[src/rtl/sdram_rfsh_pkg.sv]
// Shared command encodings and sequencer states for the refresh block.
// Assumes the command nibble is {cs_n, ras_n, cas_n, we_n}, all active low.
package sdram_rfsh_pkg;

    typedef enum logic [3:0] {
        CMD_AREF = 4'b0001,
        CMD_PRE  = 4'b0010,
        CMD_NOP  = 4'b0111
    } sdr_cmd_e;

    typedef enum logic [2:0] {
        ST_IDLE  = 3'd0,
        ST_PRE   = 3'd1,
        ST_REF_A = 3'd2,
        ST_REF_B = 3'd3,
        ST_DONE  = 3'd4
    } rf_state_e;

endpackage

[src/rtl/rf_interval_timer.sv]
// Interval timer and request latch for periodic refresh.
// Arms once init_done is sampled high, then produces a terminal-count
// tick every PERIOD edges forever. The request is set by the tick and
// cleared by an accepted grant; the tick wins if both coincide.
// Assumes PERIOD >= 2.
module rf_interval_timer #(
    parameter int PERIOD = 750
) (
    input  logic clk,
    input  logic rst_n,
    input  logic init_done,
    input  logic accept,
    output logic req
);
    localparam int CNT_W = (PERIOD > 2) ? $clog2(PERIOD) : 1;
    localparam logic [CNT_W-1:0] CNT_LAST = CNT_W'(PERIOD - 1);

    logic             armed_q;
    logic [CNT_W-1:0] cnt_q;
    logic             tick;
    logic             req_q;

    // Terminal count of the free-running interval counter
    assign tick = armed_q && (cnt_q == CNT_LAST);

    // Arm on init completion, then wrap the counter every PERIOD edges
    always_ff @(posedge clk) begin
        if (!rst_n) begin
            armed_q <= 1'b0;
            cnt_q   <= '0;
        end else if (!armed_q) begin
            if (init_done) begin
                armed_q <= 1'b1;
                cnt_q   <= '0;
            end
        end else if (cnt_q == CNT_LAST) begin
            cnt_q <= '0;
        end else begin
            cnt_q <= cnt_q + 1'b1;
        end
    end

    // Request latch: set on tick, cleared by an accepted grant
    always_ff @(posedge clk) begin
        if (!rst_n)      req_q <= 1'b0;
        else if (tick)   req_q <= 1'b1;
        else if (accept) req_q <= 1'b0;
    end

    assign req = req_q;


    // req_needs_arm_chk: a request can only exist once the timer is armed
    req_needs_arm_chk: assert property (@(posedge clk) disable iff (!rst_n)
        req_q |-> armed_q);


    // req_hold_chk: a pending request survives until a grant is accepted
    req_hold_chk: assert property (@(posedge clk) disable iff (!rst_n)
        (req_q && !accept) |=> req_q);

endmodule

[src/rtl/rf_step_fsm.sv]
// Step sequencer for one refresh episode: precharge-all dwell of T_RP
// cycles, two refresh dwells of T_RFC cycles each, then one done cycle.
// A grant is accepted only when idle and a request is pending.
// Assumes T_RP >= 1 and T_RFC >= 1.
module rf_step_fsm
    import sdram_rfsh_pkg::*;
#(
    parameter int T_RP  = 2,
    parameter int T_RFC = 5
) (
    input  logic      clk,
    input  logic      rst_n,
    input  logic      grant,
    input  logic      req,
    output logic      accept,
    output rf_state_e state,
    output logic      first
);
    localparam int MAXW = (T_RP > T_RFC) ? T_RP : T_RFC;
    localparam int W    = $clog2(MAXW + 1);
    localparam logic [W-1:0] RP_LAST  = W'(T_RP - 1);
    localparam logic [W-1:0] RFC_LAST = W'(T_RFC - 1);

    rf_state_e    state_q;
    logic [W-1:0] wcnt_q;

    // Start condition: idle, request pending, arbiter grants
    assign accept = (state_q == ST_IDLE) && grant && req;

    // Walk the states, counting the dwell cycles of each step
    always_ff @(posedge clk) begin
        if (!rst_n) begin
            state_q <= ST_IDLE;
            wcnt_q  <= '0;
        end else begin
            unique case (state_q)
                ST_IDLE: begin
                    wcnt_q <= '0;
                    if (accept) state_q <= ST_PRE;
                end
                ST_PRE: begin
                    if (wcnt_q == RP_LAST) begin
                        state_q <= ST_REF_A;
                        wcnt_q  <= '0;
                    end else begin
                        wcnt_q <= wcnt_q + 1'b1;
                    end
                end
                ST_REF_A: begin
                    if (wcnt_q == RFC_LAST) begin
                        state_q <= ST_REF_B;
                        wcnt_q  <= '0;
                    end else begin
                        wcnt_q <= wcnt_q + 1'b1;
                    end
                end
                ST_REF_B: begin
                    if (wcnt_q == RFC_LAST) begin
                        state_q <= ST_DONE;
                        wcnt_q  <= '0;
                    end else begin
                        wcnt_q <= wcnt_q + 1'b1;
                    end
                end
                ST_DONE: begin
                    state_q <= ST_IDLE;
                    wcnt_q  <= '0;
                end
                default: begin
                    state_q <= ST_IDLE;
                    wcnt_q  <= '0;
                end
            endcase
        end
    end

    assign state = state_q;
    assign first = (wcnt_q == '0);


    // no_restart_chk: once busy, the next cycle is never a fresh precharge
    no_restart_chk: assert property (@(posedge clk) disable iff (!rst_n)
        (state_q != ST_IDLE) |=> !(state_q == ST_PRE && wcnt_q == '0));


    // done_single_chk: the done step lasts one cycle and returns to idle
    done_single_chk: assert property (@(posedge clk) disable iff (!rst_n)
        (state_q == ST_DONE) |=> (state_q == ST_IDLE));

endmodule

[src/rtl/rf_cmd_drive.sv]
// Maps the sequencer step onto the memory command, address and bank.
// A command is issued only on the first cycle of its step; every other
// cycle is NOP with a zero address and bank.
module rf_cmd_drive
    import sdram_rfsh_pkg::*;
#(
    parameter int ADDR_W = 12,
    parameter int BANK_W = 2,
    parameter int AP_BIT = 10
) (
    input  rf_state_e         state,
    input  logic              first,
    output logic [3:0]        cmd,
    output logic [ADDR_W-1:0] addr,
    output logic [BANK_W-1:0] bank,
    output logic              done
);
    localparam logic [ADDR_W-1:0] ALL_BANKS = ADDR_W'(1) << AP_BIT;

    // Decode the current step into one bus command
    always_comb begin
        cmd  = CMD_NOP;
        addr = '0;
        bank = '0;
        done = 1'b0;
        unique case (state)
            ST_PRE: begin
                if (first) begin
                    cmd  = CMD_PRE;
                    addr = ALL_BANKS;
                end
            end
            ST_REF_A, ST_REF_B: begin
                if (first) cmd = CMD_AREF;
            end
            ST_DONE: done = 1'b1;
            default: ;
        endcase
    end

endmodule

[src/rtl/sdram_refresh_seq.sv]
// Top of the periodic refresh sequencer. The interval timer raises
// ref_req; on an accepted grant the step sequencer runs precharge-all,
// then two auto-refresh commands, then a one-cycle done pulse.
// Assumes the arbiter keeps the bus granted for the whole episode.
module sdram_refresh_seq
    import sdram_rfsh_pkg::*;
#(
    parameter int PERIOD = 750,
    parameter int T_RP   = 2,
    parameter int T_RFC  = 5,
    parameter int ADDR_W = 12,
    parameter int BANK_W = 2,
    parameter int AP_BIT = 10
) (
    input  logic              clk,
    input  logic              rst_n,
    input  logic              init_done,
    input  logic              grant,
    output logic              ref_req,
    output logic [3:0]        cmd,
    output logic [ADDR_W-1:0] addr,
    output logic [BANK_W-1:0] bank,
    output logic              done
);
    logic      accept;
    logic      first;
    rf_state_e state;

    rf_interval_timer #(.PERIOD(PERIOD)) u_timer (
        .clk       (clk),
        .rst_n     (rst_n),
        .init_done (init_done),
        .accept    (accept),
        .req       (ref_req)
    );

    rf_step_fsm #(.T_RP(T_RP), .T_RFC(T_RFC)) u_fsm (
        .clk    (clk),
        .rst_n  (rst_n),
        .grant  (grant),
        .req    (ref_req),
        .accept (accept),
        .state  (state),
        .first  (first)
    );

    rf_cmd_drive #(.ADDR_W(ADDR_W), .BANK_W(BANK_W), .AP_BIT(AP_BIT)) u_drive (
        .state (state),
        .first (first),
        .cmd   (cmd),
        .addr  (addr),
        .bank  (bank),
        .done  (done)
    );


    // pre_follows_accept_chk: an accepted grant yields precharge next cycle
    pre_follows_accept_chk: assert property (@(posedge clk) disable iff (!rst_n)
        accept |=> (cmd == CMD_PRE) && addr[AP_BIT]);


    // no_start_without_req_chk: a grant with no request never starts a precharge
    no_start_without_req_chk: assert property (@(posedge clk) disable iff (!rst_n)
        (grant && !ref_req) |=> (cmd != CMD_PRE));


    // done_pulse_chk: done never lasts two cycles
    done_pulse_chk: assert property (@(posedge clk) disable iff (!rst_n)
        done |=> !done);

endmodule

[config.mk]
export PLATFORM = sky130hd
export DESIGN_NAME = sdram_refresh_seq
export DESIGN_NICKNAME = d
export VERILOG_FILES = /design/src/rtl/sdram_rfsh_pkg.sv /design/src/rtl/rf_interval_timer.sv /design/src/rtl/rf_step_fsm.sv /design/src/rtl/rf_cmd_drive.sv /design/src/rtl/sdram_refresh_seq.sv
export SDC_FILE = /design/constraint.sdc
export NUM_CORES = 1
export LEC_CHECK = 0
export CAP_MARGIN = 20
export CORE_MARGIN = 2
export CORE_UTILIZATION = 49
export DETAILED_ROUTE_END_ITERATION = 7
export GPL_TIMING_DRIVEN = 0
export PLACE_DENSITY = 0.78
export SLEW_MARGIN = 10
export SYNTH_ARGS = -nofsm -noshare
export SYNTH_HDL_FRONTEND = slang
export SYNTH_SLANG_ARGS = --single-unit
export TNS_END_PERCENT = 100
[constraint.sdc]
create_clock -name clk -period 1.63 [get_ports clk]
set_clock_uncertainty 0.05 [all_clocks]
set_input_delay 0.326 -clock clk [delete_from_list [all_inputs] [get_ports clk]]
set_output_delay 0.326 -clock clk [all_outputs]
set_load 0.01 [all_outputs]
Word level (Yosys, flattened, before mapping) --
Index checks and enable logic that the tools add are counted.
Operators by class: add/subtract/negate cells 2, equal/unequal tests 11, multiplexer cells 21, reduce and logical (&&, ||, !) cells 9
Operators with widths (count):
- 10-bit 2-to-1 mux | 3
- 3-bit 2-to-1 mux | 8
- 12-bit 2-to-1 mux | 1
- 3-bit case mux with 4 select lines | 1
- 11-bit 2-to-1 mux | 1
- 10-bit by 1-bit adder with 10-bit output, second input constant | 1
- 10-bit equality test, second input constant | 1
- 2-bit != test, second input constant | 4
- 4-bit case mux with 2 select lines | 1
- 3-bit by 1-bit equality test with 1-bit output, second input constant | 2
- 3-bit by 2-bit equality test with 1-bit output, second input constant | 2
- 3-bit equality test, second input constant | 2
- 3-bit logical NOT | 2
- 3-bit case mux with 2 select lines | 1
- 1-bit 2-to-1 mux | 5
- 4-bit AND reduction | 1
- 2-bit nonzero test | 2
- 3-bit by 1-bit adder with 3-bit output, second input constant | 1
- 1-bit logical AND | 3
- 2-bit OR reduction | 1
Storage, ports and cells: register bits 18, output and inout bits 20, input port bits 4, word-level logic and storage cells 48

Longest topological paths before layout --
Gate-level depths: netlist (run 1).
word-level depth 5, gate-level depth with buffers 6, depth with buffers taken out 6

Modules after synthesis --
From an unflattened synthesis (run 1), not the netlist that was laid out.
Unflattened totals: cell total of the unflattened synthesis 125, area total of the unflattened synthesis 1118.6 µm²
Modules (own cells, without submodules):
- rf_interval_timer | cells each 70, area an instance 638.1 µm², seq. area each 240.2 µm², instances 1
- rf_step_fsm | cells each 34, area an instance 325.3 µm², seq. area each 120.1 µm², instances 1
- rf_cmd_drive | cells each 21, area an instance 155.1 µm², seq. area each 0.0 µm², instances 1

Least setup slack after synthesis (run 1) --
No wires, ideal clock.
path kind reg-to-output, start reg u_fsm.wcnt_q[0], end out cmd[0], cell stages (with the launch flop) 6, buffers on the path 0, setup slack 0.146 ns, data arrival time 1.108 ns, data required time 1.254 ns, cell sequence dfxtp_1 > inv_1 > ha_1 > nor3b_1 > and3_1 > inv_1
On the way: word-level cells in the longest chain between the ends 3
RTL lines:
- from (decl) | RTL line rf_step_fsm.sv:25 | logic [W-1:0] wcnt_q;
- from (signal assigned) | RTL line rf_step_fsm.sv:46 | wcnt_q <= wcnt_q + 1'b1;
- from (signal assigned) | RTL line rf_step_fsm.sv:54 | wcnt_q <= wcnt_q + 1'b1;
- from (signal assigned) | RTL line rf_step_fsm.sv:62 | wcnt_q <= wcnt_q + 1'b1;
- 3-bit logical NOT | RTL line rf_step_fsm.sv:78 | assign first = (wcnt_q == '0);
- 3-bit 2-to-1 mux | RTL line rf_cmd_drive.sv:28 | if (first) begin
- 4-bit case mux with 2 select lines | RTL line rf_cmd_drive.sv:26 | unique case (state)
- to (decl) | RTL line sdram_refresh_seq.sv:20 | output logic [3:0] cmd,
Every way passes these cells.

Worst setup path in the final report (run 1) --
start reg u_fsm.wcnt_q[1], end out cmd[0]
The elaborated chain is that of the path after synthesis.

==> results.txt, run 1 <==
----------------------------------------------------
[Setup path]
  Largest incremental delay on the critical path ... 0.33 ns
  Largest delay contributor family on the critical path ... simple AND/OR/NAND/NOR gates
  Data arrival at the endpoint of the critical path ... 1.38 ns
  Startpoint types ... flop
  Critical path, cell by cell ... inv_2 -> ha_4 -> nor3b_4 -> and3_4 -> inv_2 -> buf_6
  Standard cell with the maximum stage delay on the critical path ... dfxtp_2
  Most frequent cell on the critical path ... inv_2
  Endpoint type of the worst setup path ... primary output
  Critical path buffer and inverter count ... 3
  Worst path required time ... 1.25 ns
  Critical path class ... reg -> out
  Largest driver fanout on the critical path ... 3
  Worst reg-to-reg setup slack ... -0.01 ns

[Synthesis]
  Synthesis Warnings ... 0
  Cell count after synthesis ... 135
  Synth async-reset ratio ... 0%
  Post-synth top flop ... dfxtp_1
  Top cells by area in the synthesized netlist ... dfxtp_1 34%, buf_4 9.9%, ha_1 5.9%, nand2_1 5.0%, nor2_1 4.6%
  Post-synth EDFFs ... 0
  Yosys top cell by area ... dfxtp_1
  Netlist area before placement ... 1060 um^2
  Number of synthesized register bits ... 18
  Portion of the post-synthesis area used by sequential elements ... 34.1%
  Post-synthesis cell type count ... 36
  Synth Area per Inst ... 7.83 um^2
  Share of the synthesized area in the top cell type ... 34.1%

[Die]
  Horizontal die dimension ... 50.5 um
  Initial standard-cell utilization of the core ... 52.8%
  Die Footprint ... 2550 um^2
  Die Y ... 50.5 um
  Core Box Area ... 2000 um^2
  Standard-cell rows ... 16
  Number of top-level design ports ... 24

[Global route]
  First-pass GRT wire length ... 3220 um
  Vias in the first global route ... 793
  Maximum number of pins on one net before global-route repair ... 11
  Global-route congestion overflow total ... 0
  Overall fraction of global-route tracks in use ... 16.6%
  Initial antenna violation count ... 0

[Clock tree]
  Clk sinks ... 18
  Clock tree from TritonCTS ... done
  Number of H-tree levels ... 1
  Cts hold-fix bufs ... 0
  Maximum buffer depth of the clock tree ... 2
  Clk_lat worst skew ... 0.30 ns
  TritonCTS Buffers ... 3
  Clock-pin slew on the worst setup and hold paths ... 0.10 ns
  CTS root buf ... clkbuf_4

[Placement]
  Final RePlAce weighted congestion ... 0.907
  Placed instance area ... 1220 um^2
  Total instance count after detailed placement ... 183
  Port bufs ... 8
  Half-perimeter wire length after detailed placement ... 1470 um
  Pre-CTS setup slack ... -0.362 ns

[Final layout]
  Number of diodes added for antenna fixing ... 0
  Cell area after layout ... 1310 um^2
  Proportion of layout cells with a drive suffix above 1 ... 28.8%
  Cell Count, Final, Fillers Out ... 190
  Synth-to-layout area growth ... 23.4%
  Net count of the finished layout ... 173

[Run]
  Count of max-cap constraint violations ... 0

[STA]
  Total of endpoints with negative setup slack in the final report ... 5
  RSZ-0062 raised after global routing ... yes
  Fin. max-slew vios ... 0
  F_max ... 0.569 GHz
  Share of the clock period used by the worst path ... 108%
  Count of endpoints failing hold in the final timing report ... 0
  Post-route worst setup slack ... -0.126 ns
  Shortest clock period the worst path allows after layout ... 1.76 ns

[Routing]
  Count of antenna-violating nets left after detailed routing ... 0
  Detailed-route DRC error count ... 0
  Routed vias ... 942
  Detailed Route Iter0 Violations ... 12
  Number of detailed-routing iterations run before antenna repair ... 5
  Drt wl/cell ... 10.7 um
  Total routed wirelength ... 2020 um
  Vias per inst ... 4.96

[Hold path]
  Path class of the lowest-slack min-delay path ... in -> reg

[Pwr]
  Cell leakage power ... 0.541 nW
  Power per cell area ... 614 nW/um^2
  Maximum ir drop on the vdd rail ... 0.000526 V

[Status]
  Run status ... complete, but fails checks
  Violated checks ... setup timing

----------------------------------------------------
[cell type report]
class | count | area (um^2)
fillers | 166 | 697
multi-input cells | 103 | 619
flip-flops and latches | 18 | 365
plain buffers | 16 | 121
repair buffers | 12 | 91.3
inverters | 10 | 37.5
clock buffers | 4 | 36.3
well taps | 27 | 33.8
[path summary, 6_finish.rpt]
| check | from | to | depth (start not counted) |
|---|---|---|---|
| hold / removal | rst_n | u_timer.req | 2 |
| hold reg to reg | u_timer.cnt_q[9] | u_timer.cnt_q[9] | 1 |
| setup reg to reg | u_fsm.wcnt_q[0] | u_fsm.wcnt_q[0] | 8 |
| setup / recovery | u_fsm.wcnt_q[1] | cmd[0] | 6 |
[flip-flops by register name (all words and copies together), names as in the netlist]
signal           flops
u_fsm.state          3
u_fsm.wcnt_q         3
u_timer.armed_q      1
u_timer.cnt_q       10
u_timer.req          1
[cells by family (layout without fill, tap and decap cells)]
logic type / after synthesis / after routing / share of synthesized area (%)
AO/OA/AOI/OAI: 26 / 26 / 15.6
XOR/XNOR: 2 / 2 / 1.66
adder cells (fa/ha/maj): 5 / 5 / 5.92
buffers and inverters: 27 / 42 / 15.4
flip-flops: 18 / 18 / 34.1
multiplexers: 1 / 1 / 0.947
other: 1 / 14 / 0.355
AND/OR/NAND/NOR: 55 / 55 / 26.0
[per-layer routing]
| layer | vias up | track usage [%] | part of all wire, % |
|---|---|---|---|
| met1 | 409 | 19.3 | 43 |
| li1 | 493 | - | - |
| met2 | 34 | 27.4 | 46 |
| met3 | 6 | 5.65 | 8.3 |
| met5 | - | 0 | 0 |
| met4 | 0 | 7.21 | 1.7 |
[through the flow]
stage / TNS [ns] / total power (W) / util, % / hold slack [ns]
after floorplan: 0 / 0.000521 / - / 0.383
after CTS: -0.263 / 0.000806 / 64.5 / 0.213
after detailed placement: -1.09 / 0.000535 / 60.9 / 0.415
after global placement: -0.884 / 0.000533 / 60.9 / 0.399
after global routing: -0.868 / 0.000834 / 65.2 / 0.215
final: -0.274 / 0.000801 / 65.2 / 0.213
[cell usage in the layout (no fill, tap or decap), types with 4 or more instances in the layout]
cell and instances:
buf_4 18, nand2_1 14, conb_1 14, dfxtp_1 14, nor2_1 13, inv_1 7, o21ai_0 6, a21oi_1 6
nor3_1 5, nand3_1 5, buf_2 4, o211ai_1 4, dfxtp_2 4
[where the power goes]
part / internal (W) / switching, W / total [W]
registers: 0.000445 / 0.00000707 / 0.000452
clock network: 0.000136 / 0.000137 / 0.000274
logic: 0.0000363 / 0.0000395 / 0.0000758
total: 0.000617 / 0.000184 / 0.000801
[repair_timing]
| action | in CTS | in global routing |
|---|---|---|
| pin swaps | 2 | 3 |
| endpoints found under the setup margin | 5 | 9 |
| hold endpoints to repair | 0 | 0 |
| gates resized for setup | 28 | 6 |
| setup buffers | 3 | 1 |
[cells in the mapped netlist, types with 3 or more instances]
master,n
nor2_1,13
o211ai_1,4
a21oi_1,6
nor3_1,5
o21ai_0,6
dfxtp_1,18
inv_1,10
nand4_1,3
nand2_1,14
ha_1,5
nand3_1,5
buf_4,14
Note: power is estimated with default switching activity, not from simulation.
==> inputs of run 2 (changes only) <==
- ABC_CLOCK_PERIOD_IN_PS: unset -> 1630
- CORE_MARGIN: 2 -> 1
==> run 2 against run 1 <==
The run still ends with setup timing left. Worst setup slack improved by 0.017 ns. Sequential share of layout area fell by 0.35 points. Register-to-register slack improved by 0.10 ns. Routed wire length rose by 1.8%. Non-clock buffer count did not move. Design area rose by 1.6%. Largest power group unchanged. Critical endpoint unchanged. Hold slack improved by 0.0098 ns.
==> results.txt, run 2 (synthesized netlist as in run 1, its figures left out) <==
----------------------------------------------------
[Clock tree]
  Maximum buffer depth of the clock tree ... 2
  Clock tree from TritonCTS ... done
  Number of H-tree levels ... 1
  Clk_lat worst skew ... 0.30 ns
  Clock-pin slew on the worst setup and hold paths ... 0.11 ns
  Clk sinks ... 18
  TritonCTS Buffers ... 3
  CTS root buf ... clkbuf_4

[Pwr]
  Power per cell area ... 604 nW/um^2
  Comb pwr share ... 9.5%
  Internal power ... 0.000617 W
  Switch Pwr ... 0.000184 W
  Clock power frac ... 34.2%
  Fraction of power consumed by sequential logic ... 56.3%
  Sw Share ... 23.0%
  Cell leakage power ... 0.552 nW
  Maximum ir drop on the vdd rail ... 0.000559 V

[STA]
  Shortest clock period the worst path allows after layout ... 1.74 ns
  F_max ... 0.575 GHz
  Total negative setup slack ... -0.382 ns
  Count of endpoints failing hold in the final timing report ... 0
  Share of the clock period used by the worst path ... 107%
  Fin. max-slew vios ... 0
  Post-route worst setup slack ... -0.109 ns
  Hold slack ... 0.223 ns
  Total of endpoints with negative setup slack in the final report ... 4
  RSZ-0062 raised after global routing ... yes

[Final layout]
  Leading cell types in the layout, fill and taps excluded ... 18 x buf_4, 14 x conb_1, 13 x nor2_1, 13 x nand2_1, 13 x dfxtp_1
  Final core utilization ... 66.3%
  Net count of the finished layout ... 173
  Proportion of layout cells with a drive suffix above 1 ... 30.7%
  Number of diodes added for antenna fixing ... 0
  Most common library cell in the layout ignoring fill and taps ... buf_4
  Filler cell count in the final layout ... 166
  Cell Count, Final, Fillers Out ... 190
  Max reg flops ... 10
  Synth-to-layout area growth ... 25.4%
  Register containing the most flip-flops in the final layout ... u_timer.cnt_q

[Routing]
  Vias per inst ... 5.04
  Detailed Route Iter0 Violations ... 22
  Routed vias ... 958
  Count of antenna-violating nets left after detailed routing ... 0
  Detailed-route DRC error count ... 0
  Total routed wirelength ... 2060 um
  Drt wl/cell ... 10.8 um
  Number of detailed-routing iterations run before antenna repair ... 4

[Placement]
  Half-perimeter wire length after detailed placement ... 1520 um
  Total instance count after detailed placement ... 183
  Port bufs ... 8
  Final RePlAce weighted congestion ... 0.885

[Die]
  Initial standard-cell utilization of the core ... 52.8%
  Number of top-level design ports ... 24
  Die Footprint ... 2350 um^2
  Horizontal die dimension ... 48.5 um
  Core Box Area ... 2000 um^2
  Die Y ... 48.5 um
  Standard-cell rows ... 16

[Global route]
  Maximum number of pins on one net before global-route repair ... 11
  Overall fraction of global-route tracks in use ... 18.3%
  Vias in the first global route ... 840
  Global-route congestion overflow total ... 0
  First-pass GRT wire length ... 3430 um
  Initial antenna violation count ... 0

[Setup path]
  Worst path required time ... 1.25 ns
  Worst reg-to-reg setup slack ... 0.09 ns
  Critical path class ... reg -> out
  Data arrival at the endpoint of the critical path ... 1.36 ns
  Worst-case reg-to-reg path depth ... 6
  Largest driver fanout on the critical path ... 3
  Endpoint type of the worst setup path ... primary output
  Startpoint types ... flop
  Startpoint of the worst register-to-register path ... u_timer.cnt_q[1]
  Endpoint of the worst register-to-register path ... u_timer.cnt_q[2]

[Hold path]
  Sink of the worst hold path ... u_timer.req
  Hold Path Stages ... 2
  Path class of the lowest-slack min-delay path ... in -> reg
  Worst hold path startpoint ... rst_n

[Status]
  Run status ... complete, but fails checks
  Violated checks ... setup timing

[Run]
  Count of max-cap constraint violations ... 0

----------------------------------------------------
==> run 2: what timing repair did <==
item / in CTS / in global routing
buffers inserted: 3 / 1
endpoints found under the hold margin: 0 / 0
pin swaps: 3 / 2
hold buffers: 0 / 0
resized for setup: 26 / 11
endpoints found under the setup margin: 5 / 12
==> run 2: metal layers <==
| layer | global-route usage, % | share of wire [%] |
|---|---|---|
| met3 | 6.29 | 7.5 |
| met5 | 0 | 0 |
| met2 | 31.0 | 49 |
| met1 | 21.5 | 42 |
| met4 | 6.37 | 1.1 |
==> run 2: through the flow <==
| stage | setup WS, ns | area, um^2 | total power, W |
|---|---|---|---|
| 6_report | -0.109 | 1330 | 0.000801 |
| 5_1_grt | -0.174 | 1330 | 0.000841 |
| 4_1_cts | -0.165 | 1300 | 0.000806 |
| 3_5_place_dp | -0.429 | 1220 | 0.000535 |
| 3_3_place_gp | -0.297 | 1220 | 0.000533 |
| 2_1_floorplan | 0.146 | 1110 | 0.000521 |
==> run 2: layout make-up <==
class / instances / area, um^2 / share of cell area (%)
inverters: 10 / 37.5 / 2.83
repair buffers: 12 / 104 / 7.83
clock buffers: 4 / 36.3 / 2.74
multi-input cells: 103 / 627 / 47.3
well taps: 27 / 33.8 / 2.55
plain buffers: 16 / 121 / 9.15
flip-flops and latches: 18 / 367 / 27.6
==> run 2: power by group through the flow <==
| stage | Combinational (W) | Sequential [W] | Clock, W |
|---|---|---|---|
| 2_1_floorplan | 0.0000617 | 0.000459 | 0 |
| 3_3_place_gp | 0.0000728 | 0.000461 | 0 |
| 3_5_place_dp | 0.0000738 | 0.000461 | 0 |
| 4_1_cts | 0.0000739 | 0.000451 | 0.000282 |
| 5_1_grt | 0.0000820 | 0.000453 | 0.000307 |
| 6_report | 0.0000760 | 0.000451 | 0.000274 |
==> run 2: worst max path at each step <==
stage,from,end,slack [ns],cells after the start
6_report,u_fsm.wcnt_q[0],cmd[0],-0.11,6
5_1_grt,u_fsm.wcnt_q[1],cmd[0],-0.17,6
4_1_cts,u_fsm.wcnt_q[1],cmd[0],-0.16,6
3_5_place_dp,u_fsm.wcnt_q[0],addr[10],-0.43,5
3_3_place_gp,u_fsm.wcnt_q[0],addr[10],-0.30,5
2_1_floorplan,u_fsm.wcnt_q[0],cmd[0],0.15,5
==> run 2: worst max-delay path: stages, from the launching register on <==
cell     delay, ns
dfxtp_2       0.33
inv_2         0.06
ha_4          0.13
nor3b_4       0.20
and3_4        0.21
inv_2         0.03
buf_6         0.10
==> inputs of run 3 (changes only) <==
- TNS_END_PERCENT: 100 -> 10
==> results of run 3 <==
The final DEF is identical to that of run 2; final timing and power are the same.
